$ cat src/rtl/bsh_pkg.sv
package bsh_pkg;

  // Operation codes carried on in_mode; 5..7 are pass-through.
  localparam logic [2:0] MODE_SHL = 3'd0;
  localparam logic [2:0] MODE_SRA = 3'd1;
  localparam logic [2:0] MODE_SRL = 3'd2;
  localparam logic [2:0] MODE_SRF = 3'd3;
  localparam logic [2:0] MODE_ROL = 3'd4;

  typedef enum logic [1:0] {
    FILL_ZERO = 2'd0,
    FILL_ONE  = 2'd1,
    FILL_SIGN = 2'd2
  } fill_kind_e;

endpackage

$ cat src/rtl/bsh_shift_net.sv
// Logarithmic shift network: stage s moves the word by 2**s places when
// amt[s] is set. Vacated positions take the fill bit. Stages whose
// distance reaches the word width clear the whole word to fill.
module bsh_shift_net #(
  parameter int DATA_W   = 16,
  parameter int AMT_W    = 5,
  parameter bit DIR_LEFT = 1'b1
) (
  input  logic [DATA_W-1:0] din,
  input  logic [AMT_W-1:0]  amt,
  input  logic              fill,
  output logic [DATA_W-1:0] dout
);

  logic [AMT_W:0][DATA_W-1:0] stg;

  assign stg[0] = din;

  for (genvar s = 0; s < AMT_W; s++) begin : g_stage
    localparam int DIST = 1 << s;
    for (genvar j = 0; j < DATA_W; j++) begin : g_bit
      if (DIR_LEFT) begin : g_left
        if (j >= DIST) begin : g_move
          assign stg[s+1][j] = amt[s] ? stg[s][j-DIST] : stg[s][j];
        end else begin : g_fill
          assign stg[s+1][j] = amt[s] ? fill : stg[s][j];
        end
      end else begin : g_right
        if (j + DIST < DATA_W) begin : g_move
          assign stg[s+1][j] = amt[s] ? stg[s][j+DIST] : stg[s][j];
        end else begin : g_fill
          assign stg[s+1][j] = amt[s] ? fill : stg[s][j];
        end
      end
    end
  end

  assign dout = stg[AMT_W];

endmodule

$ cat src/rtl/bsh_rotate_net.sv
// Left-rotate network: stage s rotates by 2**s places when amt[s] is set.
module bsh_rotate_net #(
  parameter int DATA_W = 16,
  parameter int AMT_W  = 4
) (
  input  logic [DATA_W-1:0] din,
  input  logic [AMT_W-1:0]  amt,
  output logic [DATA_W-1:0] dout
);

  logic [AMT_W:0][DATA_W-1:0] stg;

  assign stg[0] = din;

  for (genvar s = 0; s < AMT_W; s++) begin : g_stage
    localparam int DIST = (1 << s) % DATA_W;
    for (genvar j = 0; j < DATA_W; j++) begin : g_bit
      localparam int SRC = (j + DATA_W - DIST) % DATA_W;
      assign stg[s+1][j] = amt[s] ? stg[s][SRC] : stg[s][j];
    end
  end

  assign dout = stg[AMT_W];

endmodule

$ cat src/rtl/bsh_select.sv
// Picks the network output that matches the operation code and derives
// the fill bit for the shared right-shift network.
module bsh_select
  import bsh_pkg::*;
#(
  parameter int DATA_W = 16
) (
  input  logic [2:0]        mode,
  input  logic [DATA_W-1:0] operand,
  input  logic [DATA_W-1:0] shl_res,
  input  logic [DATA_W-1:0] shr_res,
  input  logic [DATA_W-1:0] rol_res,
  output logic              shr_fill,
  output logic [DATA_W-1:0] result
);

  fill_kind_e fill_kind;

  always_comb begin
    unique case (mode)
      MODE_SRA: fill_kind = FILL_SIGN;
      MODE_SRF: fill_kind = FILL_ONE;
      default:  fill_kind = FILL_ZERO;
    endcase
  end

  always_comb begin
    unique case (fill_kind)
      FILL_SIGN: shr_fill = operand[DATA_W-1];
      FILL_ONE:  shr_fill = 1'b1;
      default:   shr_fill = 1'b0;
    endcase
  end

  always_comb begin
    unique case (mode)
      MODE_SHL:                     result = shl_res;
      MODE_SRA, MODE_SRL, MODE_SRF: result = shr_res;
      MODE_ROL:                     result = rol_res;
      default:                      result = operand;
    endcase
  end

endmodule

$ cat src/rtl/bsh_out_stage.sv
// Single output register with valid/ready flow control. It accepts a new
// entry whenever it is empty or is draining in the same cycle.
module bsh_out_stage #(
  parameter int DATA_W = 16,
  parameter int CNT_W  = 8
) (
  input  logic              clk,
  input  logic              rst_n,
  input  logic              in_valid,
  output logic              in_ready,
  input  logic [DATA_W-1:0] in_result,
  input  logic [CNT_W-1:0]  in_cnt,
  output logic              out_valid,
  input  logic              out_ready,
  output logic [DATA_W-1:0] out_data,
  output logic [CNT_W-1:0]  out_cnt
);

  logic take;

  assign in_ready = !out_valid || out_ready;
  assign take     = in_valid && in_ready;

  always_ff @(posedge clk or negedge rst_n) begin
    if (!rst_n) begin
      out_valid <= 1'b0;
    end else if (take) begin
      out_valid <= 1'b1;
    end else if (out_ready) begin
      out_valid <= 1'b0;
    end
  end

  always_ff @(posedge clk or negedge rst_n) begin
    if (!rst_n) begin
      out_data <= '0;
      out_cnt  <= '0;
    end else if (take) begin
      out_data <= in_result;
      out_cnt  <= in_cnt;
    end
  end

endmodule

$ cat src/rtl/bsh_shift_unit.sv
module bsh_shift_unit #(
  parameter int DATA_W = 16,
  parameter int CNT_W  = 8
) (
  input  logic              clk,
  input  logic              rst_n,
  input  logic              in_valid,
  output logic              in_ready,
  input  logic [2:0]        in_mode,
  input  logic [DATA_W-1:0] in_data,
  input  logic [CNT_W-1:0]  in_cnt,
  output logic              out_valid,
  input  logic              out_ready,
  output logic [DATA_W-1:0] out_data,
  output logic [CNT_W-1:0]  out_cnt
);

  // Shift counts span one bit more than a word index; rotation wraps.
  localparam int ROT_W = $clog2(DATA_W);
  localparam int SH_W  = ROT_W + 1;

  logic [DATA_W-1:0] shl_res;
  logic [DATA_W-1:0] shr_res;
  logic [DATA_W-1:0] rol_res;
  logic [DATA_W-1:0] result;
  logic              shr_fill;

  bsh_shift_net #(
    .DATA_W  (DATA_W),
    .AMT_W   (SH_W),
    .DIR_LEFT(1'b1)
  ) u_shl (
    .din (in_data),
    .amt (in_cnt[SH_W-1:0]),
    .fill(1'b0),
    .dout(shl_res)
  );

  bsh_shift_net #(
    .DATA_W  (DATA_W),
    .AMT_W   (SH_W),
    .DIR_LEFT(1'b0)
  ) u_shr (
    .din (in_data),
    .amt (in_cnt[SH_W-1:0]),
    .fill(shr_fill),
    .dout(shr_res)
  );

  bsh_rotate_net #(
    .DATA_W(DATA_W),
    .AMT_W (ROT_W)
  ) u_rol (
    .din (in_data),
    .amt (in_cnt[ROT_W-1:0]),
    .dout(rol_res)
  );

  bsh_select #(
    .DATA_W(DATA_W)
  ) u_sel (
    .mode    (in_mode),
    .operand (in_data),
    .shl_res (shl_res),
    .shr_res (shr_res),
    .rol_res (rol_res),
    .shr_fill(shr_fill),
    .result  (result)
  );

  bsh_out_stage #(
    .DATA_W(DATA_W),
    .CNT_W (CNT_W)
  ) u_out (
    .clk      (clk),
    .rst_n    (rst_n),
    .in_valid (in_valid),
    .in_ready (in_ready),
    .in_result(result),
    .in_cnt   (in_cnt),
    .out_valid(out_valid),
    .out_ready(out_ready),
    .out_data (out_data),
    .out_cnt  (out_cnt)
  );

endmodule

$ cat config.mk
export PLATFORM = sky130hd
export DESIGN_NAME = bsh_shift_unit
export DESIGN_NICKNAME = d
export VERILOG_FILES = /design/src/rtl/bsh_pkg.sv /design/src/rtl/bsh_shift_net.sv /design/src/rtl/bsh_rotate_net.sv /design/src/rtl/bsh_select.sv /design/src/rtl/bsh_out_stage.sv /design/src/rtl/bsh_shift_unit.sv
export SDC_FILE = /design/constraint.sdc
export NUM_CORES = 1
export LEC_CHECK = 0
export ABC_AREA = 1
export BUFFER_PORTS_ARGS = -buffer_cell sky130_fd_sc_hd__buf_2
export CORE_MARGIN = 10
export CORE_UTILIZATION = 35
export CTS_CLUSTER_DIAMETER = 150
export CTS_CLUSTER_SIZE = 12
export DETAILED_ROUTE_END_ITERATION = 8
export PLACE_DENSITY = 0.63
export SLEW_MARGIN = 5
export SYNTH_ARGS = -nofsm -noshare
export SYNTH_HDL_FRONTEND = slang
export SYNTH_HIERARCHICAL = 1
export SYNTH_SLANG_ARGS = --single-unit
$ cat constraint.sdc
create_clock -name clk -period 1.05 [get_ports clk]
set_clock_uncertainty 0.1 [all_clocks]
set_input_delay 0.105 -clock clk [delete_from_list [all_inputs] [get_ports clk]]
set_output_delay 0.105 -clock clk [all_outputs]
set_load 0.02 [all_outputs]
==> results of run 1 <==
power by group through the flow:
stage                     sequential (W)  clock [W]  combinational, W
after floorplan                  0.00141          0           0.00143
after global placement           0.00122          0           0.00241
after detailed placement         0.00122          0           0.00242
after CTS                        0.00121   0.000847           0.00249
after global routing             0.00123   0.000883           0.00290
final                            0.00121   0.000834           0.00264
layer usage:
metal | global-route usage | up-vias | wire length (um)
met5 | 0 | - | 0
met4 | 0.0412 | 0 | 238
met3 | 0.0177 | 18 | 1250
met2 | 0.299 | 246 | 7460
met1 | 0.240 | 2458 | 7000
li1 | - | 2662 | -
per-stage QoR:
step           power [W]  setup TNS, ps
3_5_place_dp     0.00364         -14180
6_report         0.00469          -9170
2_1_floorplan    0.00284          -9990
3_3_place_gp     0.00363         -13930
4_1_cts          0.00455          -8020
5_1_grt          0.00501         -11660
sequential cells by signal (all words and copies together), names as in the netlist:
| name | flops |
|---|---|
| u_out/out_data | 16 |
| u_out/out_valid | 1 |
| u_out/out_cnt | 8 |
layout by cell type, fill, tap and decap left out, types with 3 or more instances in the layout:
cell and n:
inv_1 15, nand4_1 16, buf_4 68, dlygate4sd3_1 4, nor2_1 3, inv_4 3
nand2_2 36, buf_6 8, nor2_4 3, o21ai_1 3, buf_8 3, dfrtp_1 24
nand2_1 295, inv_2 5, nand3_2 30, clkbuf_16 4, nand3_1 220, buf_2 47
o21ai_2 3, nand2_4 18, conb_1 6, buf_12 11
how the worst max path moves through the flow:
stage                                    endpoint
global route        u_out/out_data[1]$_DFFE_PN0P_
detailed placement  u_out/out_data[7]$_DFFE_PN0P_
global placement    u_out/out_data[5]$_DFFE_PN0P_
finish              u_out/out_data[5]$_DFFE_PN0P_
floorplan           u_out/out_data[1]$_DFFE_PN0P_
CTS                 u_out/out_data[5]$_DFFE_PN0P_
cell families after synthesis:
group / Yosys count
AO/OA/AOI/OAI: 11
adder cells (fa/ha/maj): 2
buffers and inverters: 74
flip-flops: 25
other: 1
AND/OR/NAND/NOR: 624
cell type report:
class / count / area (um2)
Clock inverter: 1 / 5.00
Timing Repair Buffer: 142 / 1170
Inverter: 27 / 134
Multi-Input combinational cell: 645 / 3320
Tap cell: 168 / 210
Fill cell: 1286 / 6530
Clock buffer: 3 / 75.1
Sequential cell: 25 / 627
timing repair:
action                                 CTS  global route
cloned                                   1             2
hold buffers                             4             0
gates resized for setup                 22            30
pin swaps                               17            24
endpoints found under the hold margin   28             0
buffers inserted                         3             6
setup endpoints to repair               20            29
==> flow_metrics.env, run 1 <==
export IMPL_status="finished with violations"
export IMPL_failed_checks="setup timing"
export IMPL_cts_root_buf="clkbuf_16"
export IMPL_crit_buf_inv=4
export IMPL_p_leak_nw=2.98
export IMPL_finalCriticalPeriod_ps=1630
export IMPL_seq_area_frac_synth=0.145
export IMPL_ant_nets=0
export IMPL_fin_cells=1011
export IMPL_finalSetupViolCount=26
export IMPL_placed_area_um2=5090
export IMPL_fmax_mhz=615
export IMPL_fin_nets=877
export IMPL_maxSlewHeadroom=0.577
export IMPL_yosysTopAreaCellShare=0.263
export IMPL_path_cells="buf_8 > inv_4 > nor3_4 > buf_6 > ha_4 > a21oi_4 > nor2_4 > nand2_1 > buf_4 > nand2_2 > nand2_1 > nand3_1 > nand2_1 > nand4_1 > nand3_1 > nand2_1"
export IMPL_initial_utilization=0.358
export IMPL_grt_antenna_before_repair=0
export IMPL_synthMuxAreaShare=0
export IMPL_critical_path_cell_count=16
export IMPL_power_density_nw_per_um2=847
export IMPL_core_um2=12100
export IMPL_crit_path_frequent_cell="nand2_1"
export IMPL_cap_violations=0
export IMPL_insertedDiodeCount=0
export IMPL_whs_ps=138
export IMPL_crit_type="input pin to flop"
export IMPL_routed_via_count=5384
export IMPL_path_clk_slew_ps=60
export IMPL_fp_dieH_um=131
export IMPL_ys_top_cells_by_count="nand2_1, nand3_1, nand2_2"
export IMPL_cp_top_family="simple AND/OR/NAND/NOR gates"
export IMPL_fin_util=0.459
export IMPL_crit_path_top_delay_cell="nor3_4"
export IMPL_syn_area_per_cell_um2=5.85
export IMPL_synth_xor_xnor_area_share=0
export IMPL_drive_above_1_share=0.300
export IMPL_p_int_w=0.00262
export IMPL_yosysUniqueCellTypes=29
export IMPL_clkLatencyLatePin_ps=250
export IMPL_synth_async_reset_ratio=1.00
export IMPL_r2r_end="u_out/out_data[14]$_DFFE_PN0P_"
export IMPL_combPwrFrac=0.564
export IMPL_rsz0062_at_grt="true"
export IMPL_critPathMaxStageDelay_ps=220
export IMPL_cts_tree="done"
export IMPL_layout_setup_ws_ps=-577
export IMPL_first_iter_violations=542
export IMPL_synth_compound_area_frac=0.0165
export IMPL_reg2reg_slack_ps=-100
export IMPL_clockPowerShare=0.178
export IMPL_yosys_area_share_adder=0.00580
export IMPL_crit_fanout=5
export IMPL_cts_made_buffers=3
export IMPL_pwr_share_seq=0.258
export IMPL_dr_pass1_iters=6
export IMPL_rows=40
export IMPL_gr_usage_all_layers=0.178
export IMPL_syn_cell_area_um2=4310
export IMPL_synth_edf_count=0
export IMPL_cp_arrival_ps=1720
export IMPL_num_io_pins=57
export IMPL_design_area_um2=5530
export IMPL_dp_hpwl_mm=11.7
export IMPL_critPathLaunch="in_mode[1]"
export IMPL_dp_cells=991
export IMPL_grt_max_degree=35
export IMPL_ys_warnings_count=6
export IMPL_fin_crit_sh=1.55
export IMPL_grt_pass1_wl_mm=24.7
export IMPL_synthFlopType="dfrtp_1"
export IMPL_via_per_inst=5.33
export IMPL_critical_path_startpoint_type="input pin"
export IMPL_ff2ff_path_depth=5
export IMPL_ys_ff_latch=25
export IMPL_ir_drop_v=0.000581
export IMPL_swShare=0.442
export IMPL_drc=0
export IMPL_clock_sinks=25
export IMPL_yosys_top_cells_area="nand2_1, nand3_1, dfrtp_1"
export IMPL_p_sw_w=0.00207
export IMPL_post_synth_and_or_nand_nor_area_fraction=0.707
export IMPL_routabilityCongestion=0.975
export IMPL_portBuffers=56
export IMPL_wire_per_inst_um=15.8
export IMPL_end_kind="flop"
export IMPL_yosysMostFrequentCell="nand2_1"
export IMPL_die_w_um=131
export IMPL_regToRegStartpoint="u_out/out_valid$_DFFE_PN0P_"
export IMPL_area_delta_synth_final_pct=28.3
export IMPL_drv_slew=0
export IMPL_hold_violations=0
export IMPL_die_area_um2=17200
export IMPL_hp_class="input pin to async pin"
export IMPL_synth_cells=737
export IMPL_pre_cts_ws_ps=-972
export IMPL_cts_htree_levels=1
export IMPL_required_ps=1150
export IMPL_synth_top_family_by_area="simple AND/OR/NAND/NOR gates"
export IMPL_overflow=0
export IMPL_synth_area_leader_cell="nand2_1"
export IMPL_grt_pass1_vias=4905
export IMPL_clock_path_buffers=2
export IMPL_max_slew_worst_pin_slew_ps=635
export IMPL_wirelength_mm=16.0
Note: power is estimated with default switching activity, not from simulation.
==> run 2, diff against run 1 <==
Settings changed: CTS_BUF_LIST set to sky130_fd_sc_hd__clkbuf_4 sky130_fd_sc_hd__clkbuf_8.
==> flow_metrics.env, run 2 (synthesis results as in run 1) <==
export IMPL_status="finished with violations"
export IMPL_failed_checks="setup timing"
export IMPL_gr_usage_all_layers=0.178
export IMPL_layout_setup_ws_ps=-584
export IMPL_grt_pass1_wl_mm=24.8
export IMPL_placed_area_um2=5090
export IMPL_pre_cts_ws_ps=-972
export IMPL_critical_path_startpoint_type="input pin"
export IMPL_design_area_um2=5640
export IMPL_maxSlewHeadroom=0.577
export IMPL_crit_fanout=5
export IMPL_die_w_um=131
export IMPL_largest_reg_flops=16
export IMPL_layout_commonest_cell="nand2_1"
export IMPL_path_cells="buf_8 > inv_4 > nor3_4 > buf_6 > ha_4 > a21oi_4 > nor2_4 > inv_2 > nand2_2 > nand3_2 > nand2_2 > nand2_1 > nand3_1 > nand3_1 > nand2_1 > nand2_1 > nand4_1 > nand3_1 > nand2_1"
export IMPL_crit_type="input pin to flop"
export IMPL_initial_utilization=0.358
export IMPL_cts_tree="done"
export IMPL_finalSetupViolCount=25
export IMPL_power_density_nw_per_um2=809
export IMPL_top_regs="u_out/out_data (16), u_out/out_cnt (8), u_out/out_valid (1)"
export IMPL_routabilityCongestion=0.975
export IMPL_ant_nets=0
export IMPL_crit_buf_inv=4
export IMPL_largest_register="u_out/out_data"
export IMPL_wirelength_mm=16.0
export IMPL_clkLatencyLatePin_ps=260
export IMPL_clock_sinks=25
export IMPL_num_io_pins=57
export IMPL_routed_via_count=5431
export IMPL_end_kind="flop"
export IMPL_cap_violations=0
export IMPL_rsz0062_at_grt="true"
export IMPL_fmax_mhz=612
export IMPL_drc=0
export IMPL_dp_hpwl_mm=11.7
export IMPL_area_delta_synth_final_pct=30.9
export IMPL_clock_path_buffers=2
export IMPL_cp_arrival_ps=1740
export IMPL_die_area_um2=17200
export IMPL_hp_class="input pin to async pin"
export IMPL_rows=40
export IMPL_cts_htree_levels=1
export IMPL_insertedDiodeCount=0
export IMPL_cp_top_family="simple AND/OR/NAND/NOR gates"
export IMPL_grt_antenna_before_repair=0
export IMPL_required_ps=1160
export IMPL_drive_above_1_share=0.320
export IMPL_wire_per_inst_um=15.6
export IMPL_fin_util=0.468
export IMPL_final_cell_mix="nand2_1, nand3_1, buf_4"
export IMPL_core_um2=12100
export IMPL_drv_slew=0
export IMPL_path_clk_slew_ps=80
export IMPL_first_iter_violations=517
export IMPL_via_per_inst=5.29
export IMPL_ir_drop_v=0.000503
export IMPL_cts_made_buffers=3
export IMPL_crit_path_frequent_cell="nand2_1"
export IMPL_portBuffers=56
export IMPL_fp_dieH_um=131
export IMPL_hold_violations=0
export IMPL_critPathMaxStageDelay_ps=210
export IMPL_grt_max_degree=35
export IMPL_p_leak_nw=3.04
export IMPL_fin_nets=893
export IMPL_finalCriticalPeriod_ps=1630
export IMPL_grt_pass1_vias=4940
export IMPL_cts_root_buf="clkbuf_8"
export IMPL_dp_cells=991
export IMPL_overflow=0
export IMPL_dr_pass1_iters=9
export IMPL_max_slew_worst_pin_slew_ps=633
export IMPL_fin_cells=1027
export IMPL_finalPower_w=0.00457
export IMPL_crit_path_top_delay_cell="nor3_4"
export IMPL_fin_crit_sh=1.56
-- run 2: final timing paths --
path                                                 from  depth (start not counted)  slack [ps]                              to
setup / recovery                               in_mode[1]                         19        -580   u_out/out_data[7]$_DFFE_PN0P_
hold / removal                                      rst_n                          2         120    u_out/out_cnt[6]$_DFFE_PN0P_
setup reg to reg              u_out/out_valid$_DFFE_PN0P_                          5        -100  u_out/out_data[12]$_DFFE_PN0P_
hold reg to reg            u_out/out_data[11]$_DFFE_PN0P_                          2         380  u_out/out_data[11]$_DFFE_PN0P_
max in group asynchronous                           rst_n                          3         360     u_out/out_valid$_DFFE_PN0P_
min in group clk                                 in_valid                          4         160    u_out/out_cnt[3]$_DFFE_PN0P_
-- run 2: worst reg2reg max path: cells and delay by family (launching register included) --
kind / cells / cell delay (ps)
buffers and inverters: 1 / 120
DFF: 1 / 430
and+or+nand+nor: 4 / 390
-- run 2: cell type report --
| type | count | area (um2) |
|---|---|---|
| fillers | 1262 | 6420 |
| multi-input cells | 645 | 3340 |
| repair buffers | 158 | 1290 |
| flip-flops and latches | 25 | 627 |
| well taps | 168 | 210 |
| inverters | 27 | 131 |
| clock buffers | 3 | 41.3 |
| clock inverters | 1 | 5.00 |
-- run 2: power by group --
part	switching (W)	internal (W)	total, W
sequential	0.0000945	0.00111	0.00120
clock	0.000292	0.000265	0.000557
combinational	0.00169	0.00112	0.00280
-- run 2: through the flow --
stage	setup TNS [ps]	hold WS [ps]
floorplan	-9990	-291
global placement	-13930	-116
detailed placement	-14180	-114
CTS	-7780	127
global route	-11480	166
finish	-9060	124
-- run 2: per-layer routing --
layer | vias up | global-route usage | share of wire
met1 | 2468 | 0.240 | 0.43
met2 | 238 | 0.300 | 0.46
met4 | 0 | 0.0425 | 0.020
met5 | - | 0 | 0
met3 | 31 | 0.0169 | 0.085
li1 | 2694 | - | -
-- run 2: repair_timing --
action / 4_1_cts / 5_1_grt
setup endpoints to repair: 31 / 43
hold endpoints to repair: 28 / 0
pin swaps: 21 / 25
hold buffers: 4 / 0
resized for setup: 38 / 26
cloned: 1 / 1
buffers inserted: 11 / 16
==> run 3, diff against run 2 <==
Settings changed: TNS_END_PERCENT set to 5.
==> flow_metrics.env, run 3 (synthesis results as in run 1) <==
export IMPL_dp_hpwl_mm=11.8
export IMPL_area_delta_synth_final_pct=24.7
export IMPL_drc=0
export IMPL_fmax_mhz=619
export IMPL_insertedDiodeCount=0
export IMPL_finalSetupViolCount=22
export IMPL_portBuffers=56
export IMPL_via_per_inst=5.27
export IMPL_cts_root_buf="clkbuf_8"
export IMPL_grtUsageMet3=0.0185
export IMPL_cts_htree_levels=1
export IMPL_fp_dieH_um=131
export IMPL_grt_max_degree=33
export IMPL_grt_pass1_vias=4974
export IMPL_multi_input_area_um2=3280
export IMPL_use_met1=0.251
export IMPL_seq_area_um2=626
export IMPL_status="finished with violations"
export IMPL_finalPower_w=0.00441
export IMPL_required_ps=1170
export IMPL_gr_max_usage_layer="met2"
export IMPL_cp_arrival_ps=1740
export IMPL_fin_setup_tns_ps=-8330
export IMPL_dr_pass1_iters=7
export IMPL_clock_path_buffers=2
export IMPL_hold_violations=0
export IMPL_crit_fanout=5
export IMPL_overflow=0
export IMPL_fin_crit_sh=1.54
export IMPL_path_cells="buf_8 > inv_6 > nor3_4 > buf_6 > ha_4 > a21oi_4 > nor2_4 > inv_2 > nand2_2 > nand3_2 > nand2_2 > nand2_1 > nand3_2 > nand3_1 > nand2_1 > nand2_1 > nand4_1 > nand3_1 > nand2_1"
export IMPL_rsz0062_at_grt="true"
export IMPL_use_met2=0.312
export IMPL_fin_nets=865
export IMPL_grt_pass1_wl_mm=25.7
export IMPL_placed_area_um2=5070
export IMPL_cap_violations=0
export IMPL_top_regs="u_out/out_data (16), u_out/out_cnt (8), u_out/out_valid (1)"
export IMPL_end_kind="flop"
export IMPL_layout_setup_ws_ps=-566
export IMPL_critPathMaxStageDelay_ps=210
export IMPL_drive_above_1_share=0.291
export IMPL_layout_commonest_cell="nand2_1"
export IMPL_gr_usage_all_layers=0.184
export IMPL_crit_path_top_delay_cell="nor3_4"
export IMPL_cp_top_family="simple AND/OR/NAND/NOR gates"
export IMPL_ff2ff_path_depth=4
export IMPL_cts_tree="done"
export IMPL_crit_path_frequent_cell="nand2_1"
export IMPL_rows=40
export IMPL_largest_register="u_out/out_data"
export IMPL_critical_path_cell_count=19
export IMPL_whs_ps=104
export IMPL_path_clk_slew_ps=90
export IMPL_grt_antenna_before_repair=0
export IMPL_die_w_um=131
export IMPL_dp_cells=989
export IMPL_power_density_nw_per_um2=819
export IMPL_num_io_pins=57
export IMPL_crit_buf_inv=4
export IMPL_die_area_um2=17200
export IMPL_core_um2=12100
export IMPL_critical_path_startpoint_type="input pin"
export IMPL_design_area_um2=5380
export IMPL_failed_checks="setup timing"
export IMPL_wirelength_mm=15.8
export IMPL_max_slew_worst_pin_slew_ps=718
export IMPL_final_cell_mix="nand2_1, nand3_1, buf_4"
export IMPL_wire_per_inst_um=15.8
export IMPL_fin_cells=999
export IMPL_holdPathStages=3
export IMPL_crit_type="input pin to flop"
export IMPL_cts_made_buffers=3
export IMPL_num_fill_cells=1286
export IMPL_first_iter_violations=603
export IMPL_hp_class="input pin to flop"
export IMPL_routed_via_count=5263
export IMPL_ant_nets=0
export IMPL_p_leak_nw=2.88
export IMPL_largest_reg_flops=16
export IMPL_clkLatencyLatePin_ps=260
export IMPL_finalCriticalPeriod_ps=1620
export IMPL_drv_slew=0
export IMPL_ir_drop_v=0.000478
export IMPL_clock_sinks=25
export IMPL_initial_utilization=0.358
export IMPL_maxSlewHeadroom=0.521
export IMPL_routabilityCongestion=0.974
==> run 3: layout make-up <==
class	count	area share
clock inverters	1	0.00140
flip-flops and latches	25	0.116
repair buffers	132	0.201
well taps	168	0.0391
multi-input cells	643	0.610
clock buffers	3	0.00768
inverters	27	0.0244
==> run 3: stage by stage <==
stage | util | setup slack (ps)
after global placement | 0.420 | -934
after floorplan | - | -689
after global routing | 0.446 | -750
after CTS | 0.438 | -516
after detailed placement | 0.420 | -963
final | 0.446 | -566
==> run 3: final timing paths <==
path / start / endpoint / slack, ps
min: in_valid / u_out/out_data[8]$_DFFE_PN0P_ / 100
max: in_mode[0] / u_out/out_data[7]$_DFFE_PN0P_ / -570
max in group asynchronous: rst_n / u_out/out_data[6]$_DFFE_PN0P_ / 510
min in group asynchronous: rst_n / u_out/out_cnt[2]$_DFFE_PN0P_ / 190
min reg2reg: u_out/out_cnt[7]$_DFFE_PN0P_ / u_out/out_cnt[7]$_DFFE_PN0P_ / 380
max reg2reg: u_out/out_valid$_DFFE_PN0P_ / u_out/out_data[15]$_DFFE_PN0P_ / -20
==> run 3: power breakdown <==
group          internal [W]  switching, W  total (W)
Combinational      0.000990       0.00161    0.00260
Sequential          0.00111      0.000114    0.00122
Clock              0.000269      0.000310   0.000579
Total               0.00237       0.00204    0.00441
==> run 3: timing repair <==
action | 4_1_cts | 5_1_grt
pin swaps | 24 | 19
setup buffers | 2 | 0
hold buffers | 4 | 0
gates resized for setup | 30 | 30
hold endpoints to repair | 28 | 0
endpoints found under the setup margin | 28 | 51
==> run 3: worst register-to-register path: cells and delay by family, from the launching register on <==
kind	cells	cell delay, ps
and+or+nand+nor	4	460
DFF	1	410
==> run 3: routing by layer <==
| metal | vias to the layer above | routed length (um) |
|---|---|---|
| met2 | 207 | 7550 |
| met4 | 0 | 122 |
| met1 | 2411 | 7000 |
| met3 | 12 | 1100 |
| met5 | - | 0 |
| li1 | 2633 | - |
